`src/rtl/swdt_pkg.sv`:
```
// Package for the sawtooth watchdog.
// Holds the ramp direction type that the core and its checks share.
package swdt_pkg;
    typedef enum logic {
        PH_FALL = 1'b0,   // slow decrement toward the lower threshold
        PH_RISE = 1'b1    // fast increment toward the upper threshold
    } ramp_phase_e;
endpackage

```
`src/rtl/swdt_hb_sync.sv`:
```
// Heartbeat synchronizer and rising-edge detector.
// Assumes hb_in is asynchronous to clk. It passes through STAGES flops,
// then a delayed copy gives a single-cycle rise pulse. Active-low sync reset.
module swdt_hb_sync #(
    parameter int STAGES = 2
) (
    input  logic clk,
    input  logic rst_n,
    input  logic hb_in,
    output logic hb_rise
);
    logic [STAGES-1:0] sync_q;
    logic              prev_q;

    // Shift the raw heartbeat through the synchronizer chain.
    always_ff @(posedge clk) begin
        if (!rst_n) sync_q <= '0;
        else        sync_q <= {sync_q[STAGES-2:0], hb_in};
    end

    // Remember the last synchronized level for edge detection.
    always_ff @(posedge clk) begin
        if (!rst_n) prev_q <= 1'b0;
        else        prev_q <= sync_q[STAGES-1];
    end

    assign hb_rise = sync_q[STAGES-1] & ~prev_q;


    sync_lat_chk: assert property (@(posedge clk) disable iff (!rst_n)
        hb_rise |-> $past(sync_q[STAGES-2]));


    no_double_rise_chk: assert property (@(posedge clk) disable iff (!rst_n)
        hb_rise |=> !hb_rise);
endmodule

```
`src/rtl/swdt_ramp_core.sv`:
```
// Sawtooth ramp: an up/down counter that falls by DN_STEP and climbs by
// UP_STEP between LO_TH and HI_TH. Assumes LO_TH < HI_TH < 2**CNT_W and a
// one-cycle hb_rise pulse. Reaching LO_TH raises the timeout flag. The flag
// holds until the climb hits HI_TH. Reset or a low enable parks the ramp at
// HI_TH in the falling phase.
module swdt_ramp_core
    import swdt_pkg::*;
#(
    parameter int CNT_W   = 8,
    parameter int LO_TH   = 13,
    parameter int HI_TH   = 47,
    parameter int DN_STEP = 1,
    parameter int UP_STEP = 4
) (
    input  logic clk,
    input  logic rst_n,
    input  logic en,
    input  logic hb_rise,
    output logic tmo
);
    localparam int CALC_W = CNT_W + 1;

    logic [CNT_W-1:0]  cnt_q;
    ramp_phase_e       phase_q;
    logic              tmo_q;
    logic [CALC_W-1:0] up_sum;
    logic              at_floor;
    logic              at_ceiling;

    // Next-step arithmetic and threshold compares, one bit wider than the count.
    always_comb begin
        up_sum     = {1'b0, cnt_q} + CALC_W'(UP_STEP);
        at_floor   = ({1'b0, cnt_q} <= CALC_W'(LO_TH + DN_STEP));
        at_ceiling = (up_sum >= CALC_W'(HI_TH));
    end

    // Ramp state machine: count, direction and timeout flag.
    always_ff @(posedge clk) begin
        if (!rst_n || !en) begin
            cnt_q   <= CNT_W'(HI_TH);
            phase_q <= PH_FALL;
            tmo_q   <= 1'b0;
        end else begin
            case (phase_q)
                PH_FALL: begin
                    if (hb_rise) begin
                        phase_q <= PH_RISE;
                    end else if (at_floor) begin
                        cnt_q   <= CNT_W'(LO_TH);
                        phase_q <= PH_RISE;
                        tmo_q   <= 1'b1;
                    end else begin
                        cnt_q   <= cnt_q - CNT_W'(DN_STEP);
                    end
                end
                default: begin
                    if (at_ceiling) begin
                        cnt_q   <= CNT_W'(HI_TH);
                        phase_q <= PH_FALL;
                        tmo_q   <= 1'b0;
                    end else begin
                        cnt_q   <= up_sum[CNT_W-1:0];
                    end
                end
            endcase
        end
    end

    assign tmo = tmo_q;


    cnt_range_chk: assert property (@(posedge clk) disable iff (!rst_n)
        (cnt_q >= CNT_W'(LO_TH)) && (cnt_q <= CNT_W'(HI_TH)));


    fall_step_chk: assert property (@(posedge clk) disable iff (!rst_n)
        (en && phase_q == PH_FALL && !hb_rise && cnt_q > CNT_W'(LO_TH + DN_STEP))
        |=> (cnt_q == $past(cnt_q) - CNT_W'(DN_STEP)) && (phase_q == PH_FALL));

    // R6 (and R3): the climb step does not depend on heartbeat edges
    rise_step_chk: assert property (@(posedge clk) disable iff (!rst_n)
        (en && phase_q == PH_RISE && ({1'b0, cnt_q} + CALC_W'(UP_STEP) < CALC_W'(HI_TH)))
        |=> (cnt_q == $past(cnt_q) + CNT_W'(UP_STEP)) && (phase_q == PH_RISE));


    turn_chk: assert property (@(posedge clk) disable iff (!rst_n)
        (en && phase_q == PH_FALL && hb_rise)
        |=> (phase_q == PH_RISE) && !tmo_q && (cnt_q == $past(cnt_q)));


    tmo_phase_chk: assert property (@(posedge clk) disable iff (!rst_n)
        tmo_q |-> (phase_q == PH_RISE));
endmodule

```
`src/rtl/sawtooth_wdt.sv`:
```
// Sawtooth-timer watchdog top level. It chains the heartbeat synchronizer
// to the ramp core and inverts the timeout flag into an active-low request.
// The request comes straight from a flop, so it is glitch-free for the
// AND with the undervoltage reset outside the block.
module sawtooth_wdt #(
    parameter int SYNC_STAGES = 2,
    parameter int CNT_W       = 8,
    parameter int LO_TH       = 13,
    parameter int HI_TH       = 47,
    parameter int DN_STEP     = 1,
    parameter int UP_STEP     = 4
) (
    input  logic clk,
    input  logic rst_n,
    input  logic hb_in,
    input  logic wd_en,
    output logic wd_rst_n
);
    logic hb_rise;
    logic tmo;

    swdt_hb_sync #(
        .STAGES (SYNC_STAGES)
    ) u_sync (
        .clk     (clk),
        .rst_n   (rst_n),
        .hb_in   (hb_in),
        .hb_rise (hb_rise)
    );

    swdt_ramp_core #(
        .CNT_W   (CNT_W),
        .LO_TH   (LO_TH),
        .HI_TH   (HI_TH),
        .DN_STEP (DN_STEP),
        .UP_STEP (UP_STEP)
    ) u_core (
        .clk     (clk),
        .rst_n   (rst_n),
        .en      (wd_en),
        .hb_rise (hb_rise),
        .tmo     (tmo)
    );

    assign wd_rst_n = ~tmo;


    idle_release_chk: assert property (@(posedge clk) disable iff (!rst_n)
        !wd_en |=> wd_rst_n);


    reset_release_chk: assert property (@(posedge clk)
        !rst_n |=> wd_rst_n);
endmodule

```
`config.mk`:
```
export PLATFORM = sky130hd
export DESIGN_NAME = sawtooth_wdt
export DESIGN_NICKNAME = d
export VERILOG_FILES = /design/src/rtl/swdt_pkg.sv /design/src/rtl/swdt_hb_sync.sv /design/src/rtl/swdt_ramp_core.sv /design/src/rtl/sawtooth_wdt.sv
export SDC_FILE = /design/constraint.sdc
export NUM_CORES = 1
export LEC_CHECK = 0
export BUFFER_PORTS_ARGS = -buffer_cell sky130_fd_sc_hd__buf_2
export CAP_MARGIN = 10
export CORE_MARGIN = 2
export CORE_UTILIZATION = 40
export CTS_BUF_LIST = sky130_fd_sc_hd__clkbuf_8
export DETAILED_ROUTE_END_ITERATION = 8
export PLACE_DENSITY = 0.59
export SKIP_LAST_GASP = 1
export SLEW_MARGIN = 0
export SYNTH_ARGS = -nofsm -noshare
export SYNTH_HDL_FRONTEND = slang
export SYNTH_SLANG_ARGS = --single-unit
```
`constraint.sdc`:
```
create_clock -name clk -period 1.8 [get_ports clk]
set_clock_uncertainty 0.05 [all_clocks]
set_input_delay 0.18 -clock clk [delete_from_list [all_inputs] [get_ports clk]]
set_output_delay 0.18 -clock clk [all_outputs]
set_load 0.01 [all_outputs]
```
==> results by group, run 1 <==
GRT
  • Vias in the first global route: 720
  • All-Layer GR Usage: 16.6%
  • Antenna violations before repair: 0
  • Largest net degree at the start of global routing: 12
  • Total gr overflow: 0
  • First-pass GRT wire length: 3.16 mm

Die
  • DIE HEIGHT: 49.1 um
  • Rows: 16
  • Die Width: 49.1 um
  • Die area: 2410 um2
  • Ports: 5
  • Initial core utilization: 41.8%
  • Core ar.: 1940 um2

Drt
  • Antenna-violating nets left: 0
  • Iter 0 DRT Violations: 24
  • # DRC: 0
  • Routed vias/inst: 5.50
  • Routed wire length: 1.88 mm
  • WL per Instance: 12.8 um
  • Drt pass-1 iters: 4
  • Via Count: 808

Synthesis
  • Post-synth net total: 108
  • Syn avg cell area: 8.29 um2
  • Post-synth cell types: 37
  • Yosys warnings: 0
  • Synth Register Bits: 13
  • Seq/Total Area, Yosys: 32.0%
  • Mapped Cells: 98
  • Mapped Area: 812 um2

Run status
  • Outcome: complete, no violations

Critical path
  • Worst Reg-to-Reg Cells: 8
  • WP data arrival: 1.90 ns
  • Crit-path max FO: 4
  • CP Class: reg2reg
  • CP required: 1.90 ns
  • Worst Setup Start Kind: flip-flop
  • Flop-to-flop setup slack: 0.004 ns
  • R2R Path End: u_core.cnt_q[0]
  • Crit end category: flip-flop
  • Reg2reg start: u_core.cnt_q[2]

CTS
  • Clk buf depth: 2
  • TritonCTS Buffers: 3
  • CTS tree: yes
  • CTS root buf: clkbuf_8
  • Clock Latency Late Sink: 0.24 ns
  • CTS Sinks: 13
  • Htree depth: 1
  • Worst-path clk slew: 0.05 ns

Hold path
  • Hold Path Depth: 2
  • Hold wc startpoint: hb_in
  • Hold WC Path Type: in2reg
  • Hold Crit Endpoint: u_sync.sync_q[0]

Timing
  • Setup tns final: 0 ns
  • Count of final max-slew check failures: 0
  • Worst slew pin tran: 0.445 ns
  • Slew headroom: 70.3%
  • Fin crit share: 99.8%
  • Hold Vio Cnt, Final: 0
  • Final number of setup-violating endpoints: 0
  • RSZ-0062 raised after global routing: true
  • Max Fclk: 0.557 GHz
  • Post-route minimum period: 1.80 ns

Final layout
  • Fraction of final layout cells sized beyond drive strength 1: 38.3%
  • Most frequent cells in the layout: 19 x buf_4, 10 x dfxtp_1, 8 x nand2_1, 7 x inv_1
  • Fin cells: 147
  • Cell area after layout: 1100 um2
  • Commonest non-fill, non-tap cell in the layout: buf_4
  • Layout area overhead: 35.7%
  • Final nets: 131
  • # diodes: 0

Pwr
  • LEAKAGE: 0.454 nW
  • Worst vdd ir: 0.535 mV
  • PwrDens: 544 nW/um2

Placed design
  • RePlAce Congestion: 0.797
  • Dpl cells: 141
  • Placed Area: 970 um2
  • Dpl hpwl: 1.41 mm
  • Input/output buffers: 4

Run
  • Max-Cap Viols: 0
-- repair_timing --
| action | in CTS | in global routing |
|---|---|---|
| buffers inserted | 1 | 1 |
| gates resized for setup | 9 | 8 |
| hold buffers | 0 | 0 |
| pin swaps | 1 | 3 |
| setup endpoints to repair | 7 | 9 |
-- Yosys cell counts --
cell / count / share of area, %
nor3b_1: 1 / 0.92
a21oi_1: 3 / 1.8
buf_4: 1 / 0.92
or4_2: 1 / 1.1
o21a_1: 2 / 1.8
inv_1: 6 / 2.8
o221ai_1: 1 / 1.1
a32oi_1: 1 / 1.1
and3_1: 1 / 0.77
o311a_2: 1 / 1.4
or3_4: 2 / 2.8
ha_1: 6 / 9.2
buf_6: 1 / 1.4
o32ai_1: 1 / 1.1
nand2b_1: 1 / 0.77
nor2_1: 7 / 3.2
a211o_1: 1 / 1.1
a21o_1: 1 / 0.92
nor2b_1: 2 / 1.5
xnor2_1: 1 / 1.1
buf_2: 1 / 0.62
nor4_1: 4 / 3.1
o21ai_0: 7 / 4.3
a31oi_1: 1 / 0.77
a31o_2: 1 / 1.1
o31ai_1: 1 / 0.92
a221oi_2: 1 / 1.8
nand2_1: 8 / 3.7
a311oi_1: 1 / 1.1
dfxtp_1: 13 / 32
clkbuf_1: 3 / 1.4
o211ai_1: 1 / 0.92
and2_1: 5 / 3.9
xor2_1: 1 / 1.1
nand3_1: 1 / 0.62
a41oi_1: 2 / 2.2
nor3_1: 6 / 3.7
-- report_power, final --
| part | internal (mW) | leakage, nW | switching, mW | total, mW |
|---|---|---|---|---|
| Combinational | 0.0229 | 0.322 | 0.0265 | 0.0494 |
| Clock | 0.151 | 0.0269 | 0.103 | 0.254 |
| Sequential | 0.291 | 0.105 | 0.00548 | 0.297 |
-- flip-flops by register name, summed over array words and instances (netlist names) --
signal          flops
u_core.tmo          1
u_sync.sync_q       2
u_core.phase_q      1
u_core.cnt_q        8
u_sync.prev_q       1
-- per-stage QoR --
stage | setup WS, ns | utilization [%] | hold slack, ns | power [mW]
floorplan | -0.0124 | - | 0.252 | 0.332
global placement | -0.0769 | 49.9 | 0.342 | 0.351
detailed placement | -0.101 | 49.9 | 0.345 | 0.351
CTS | 0.00348 | 53.7 | 0.0951 | 0.607
global route | -0.0563 | 56.8 | 0.0944 | 0.630
finish | 0.00389 | 56.8 | 0.0944 | 0.600
-- worst max-delay path by stage --
| stage | slack [ns] | start | to | cells after the start |
|---|---|---|---|---|
| floorplan | -0.01 | u_core.cnt_q[0] | u_core.cnt_q[3] | 6 |
| global placement | -0.08 | u_core.cnt_q[2] | u_core.cnt_q[3] | 6 |
| detailed placement | -0.10 | u_core.cnt_q[2] | u_core.cnt_q[0] | 8 |
| CTS | 0.003 | u_core.cnt_q[2] | u_core.cnt_q[2] | 7 |
| global route | -0.06 | u_core.cnt_q[2] | u_core.cnt_q[3] | 8 |
| finish | 0.004 | u_core.cnt_q[2] | u_core.cnt_q[0] | 8 |
-- final cells by class --
cell class / instances / area [um2]
Fill cell: 188 / 840
Inverter: 6 / 22.5
Tap cell: 27 / 33.8
Clock buffer: 3 / 41.3
Timing Repair Buffer: 24 / 174
Multi-Input combinational cell: 73 / 558
Clock inverter: 1 / 3.75
Sequential cell: 13 / 269
-- worst max-delay path, cell delays in order, from the launching register on --
cell	delay (ns)
dfxtp_4	0.38
inv_1	0.08
ha_4	0.28
nand2_1	0.04
o311a_2	0.35
o21ai_2	0.18
buf_4	0.15
nor2_1	0.04
o221ai_1	0.15
-- routing by layer --
| layer | track usage [%] | share of wire, % | vias up |
|---|---|---|---|
| li1 | - | - | 398 |
| met1 | 22.2 | 48 | 390 |
| met2 | 25.8 | 47 | 14 |
| met3 | 4.60 | 3.6 | 6 |
| met4 | 5.71 | 1.6 | 0 |
| met5 | 0 | 0 | - |
-- cells by family (layout without fill, tap and decap cells) --
family	after synthesis	after routing	share of synthesized area (%)
AND/OR/NAND/NOR	39	39	26.0
AO/OA/AOI/OAI	26	26	23.4
flip-flops	13	13	32.0
buffers and inverters	12	34	7.09
adder cells (fa/ha/maj)	6	6	9.24
XOR/XNOR	2	2	2.16
(Power assumes the default switching activity.)
==> inputs of run 2 (changes only) <==
--- a/config.mk
+++ b/config.mk
@@ -11,7 +11,7 @@
 export CORE_UTILIZATION = 40
 export CTS_BUF_LIST = sky130_fd_sc_hd__clkbuf_8
 export DETAILED_ROUTE_END_ITERATION = 8
-export PLACE_DENSITY = 0.59
+export MAX_ROUTING_LAYER = met4
 export SKIP_LAST_GASP = 1
 export SLEW_MARGIN = 0
 export SYNTH_ARGS = -nofsm -noshare
==> results by group, run 2 (same netlist as run 1, synthesis figures left out) <==
Critical path
  • R2R Path End: u_core.cnt_q[5]
  • Most numerous cell on the critical path: or3_4
  • Worst Reg-to-Reg Cells: 6
  • Worst Setup Start Kind: flip-flop
  • Reg2reg start: u_core.cnt_q[2]
  • Cell Chain, Critical Path: buf_6, or3_4, or3_4, a21o_1, a221oi_2, a41oi_1
  • WP data arrival: 1.87 ns
  • Crit-path max FO: 5
  • Crit path largest cell delay: 0.37 ns
  • CP required: 1.85 ns
  • Flop-to-flop setup slack: -0.01 ns
  • CP Capture Point: u_core.cnt_q[5]
  • Worst path slowest cell: dfxtp_4
  • CP Class: reg2reg
  • Crit path from: u_core.cnt_q[2]
  • Crit end category: flip-flop

Final layout
  • Top reg by flops: u_core.cnt_q
  • # diodes: 0
  • Fin cells: 148
  • Max reg flops: 8
  • Commonest non-fill, non-tap cell in the layout: buf_4
  • Fraction of final layout cells sized beyond drive strength 1: 38.0%
  • Layout area overhead: 39.1%
  • Fill count: 182
  • Final nets: 132
  • Most frequent cells in the layout: 19 x buf_4, 10 x dfxtp_1, 8 x nand2_1, 6 x nor3_1, 6 x nor2_1
  • Largest registers: u_core.cnt_q (8), u_sync.sync_q (2)
  • Cell area after layout: 1130 um2

Timing
  • Slew headroom: 68.0%
  • Setup tns final: -0.0129 ns
  • Max Fclk: 0.552 GHz
  • Final number of setup-violating endpoints: 1
  • Post-route minimum period: 1.81 ns
  • Setup ws final: -0.0129 ns
  • Fin crit share: 101%
  • Worst slew pin tran: 0.479 ns
  • Count of final max-slew check failures: 0
  • RSZ-0062 raised after global routing: true
  • Hold Vio Cnt, Final: 0

Die
  • Die area: 2410 um2
  • Initial core utilization: 41.8%
  • Core ar.: 1940 um2
  • DIE HEIGHT: 49.1 um
  • Die Width: 49.1 um
  • Ports: 5
  • Rows: 16

CTS
  • TritonCTS Buffers: 3
  • CTS root buf: clkbuf_8
  • Hold buffers post-CTS: 0
  • Worst-path clk slew: 0.05 ns
  • CTS Sinks: 13
  • Clock Latency Late Sink: 0.25 ns
  • Htree depth: 1
  • CTS tree: yes
  • Clk buf depth: 2

Pwr
  • Int Pwr: 0.468 mW
  • Switch Pwr: 0.138 mW
  • Sw Share: 22.8%
  • Sequential group share of total power: 49.0%
  • Clock share of power: 42.1%
  • Worst vdd ir: 0.527 mV
  • PwrDens: 536 nW/um2
  • PnR Total Power: 0.606 mW
  • Power share of the combinational group: 8.8%
  • LEAKAGE: 0.463 nW

Placed design
  • Dpl cells: 141
  • Input/output buffers: 4
  • RePlAce Congestion: 0.819
  • Dpl hpwl: 1.41 mm
  • Placed Area: 970 um2
  • Dpl ws: -0.108 ns

Drt
  • Antenna-violating nets left: 0
  • Iter 0 DRT Violations: 19
  • # DRC: 0
  • Routed vias/inst: 5.41
  • Drt pass-1 iters: 4
  • Via Count: 800
  • Routed wire length: 2.04 mm
  • WL per Instance: 13.8 um

GRT
  • Total gr overflow: 0
  • Vias in the first global route: 728
  • Antenna violations before repair: 0
  • All-Layer GR Usage: 18.0%
  • First-pass GRT wire length: 3.31 mm
  • Largest net degree at the start of global routing: 12

Hold path
  • Hold WC Path Type: in2reg

Run
  • Max-Cap Viols: 0

Run status
  • Failing checks: negative setup slack
  • Outcome: finished with violations
[run 2: cell types whose count changed in the layout (fill, tap and decap cells not counted), sizes merged]
cell and delta:
buf +1
[run 2: cell type report]
cell class              instances  area [um2]  share of cell area [%]
repair buffers                 25         185                    16.4
clock inverters                 1        3.75                   0.332
multi-input cells              73         574                    50.8
well taps                      27        33.8                    2.99
clock buffers                   3        41.3                    3.65
flip-flops and latches         13         269                    23.8
inverters                       6        22.5                    1.99
[run 2: worst min path at each step]
stage,from,end,slack [ns],cells after the start
after floorplan,rst_n,u_sync.sync_q[0],0.25,1
after global placement,hb_in,u_sync.sync_q[0],0.34,2
after detailed placement,hb_in,u_sync.sync_q[0],0.34,2
after CTS,hb_in,u_sync.sync_q[0],0.09,2
after global routing,hb_in,u_sync.sync_q[0],0.09,2
final,hb_in,u_sync.sync_q[0],0.09,2
[run 2: power by group through the flow]
stage / registers (mW) / logic, mW / clock network [mW]
floorplan: 0.303 / 0.0293 / 0
global placement: 0.305 / 0.0453 / 0
detailed placement: 0.305 / 0.0462 / 0
CTS: 0.298 / 0.0475 / 0.263
global route: 0.298 / 0.0598 / 0.276
finish: 0.297 / 0.0534 / 0.255
[run 2: worst max-delay path: cells and delay by family (launching register included)]
family / cells / cell delay, ns
and+or+nand+nor: 2 / 0.70
AOI/OAI and AO/OA: 3 / 0.44
DFF: 1 / 0.37
buffers and inverters: 1 / 0.12
[run 2: metal layers]
metal  vias to the layer above  part of all wire [%]  wire length [um]  track usage (%)
met2                        11                    49              1000             30.4
met3                         2                   2.1                43             2.76
met4                         0                  0.93                19             5.71
met5                         -                     0                 0                -
li1                        401                     -                 -                -
met1                       386                    48               970             22.0
[run 2: timing repair]
action,4_1_cts,5_1_grt
endpoints found under the setup margin,7,6
resized for setup,7,13
pin swaps,1,4
buffers inserted,1,2
[run 2: metrics by stage]
step / hold WS, ns / utilization (%)
floorplan: 0.252 / -
global placement: 0.342 / 49.9
detailed placement: 0.342 / 49.9
CTS: 0.0894 / 53.7
global route: 0.0917 / 58.2
finish: 0.0924 / 58.2
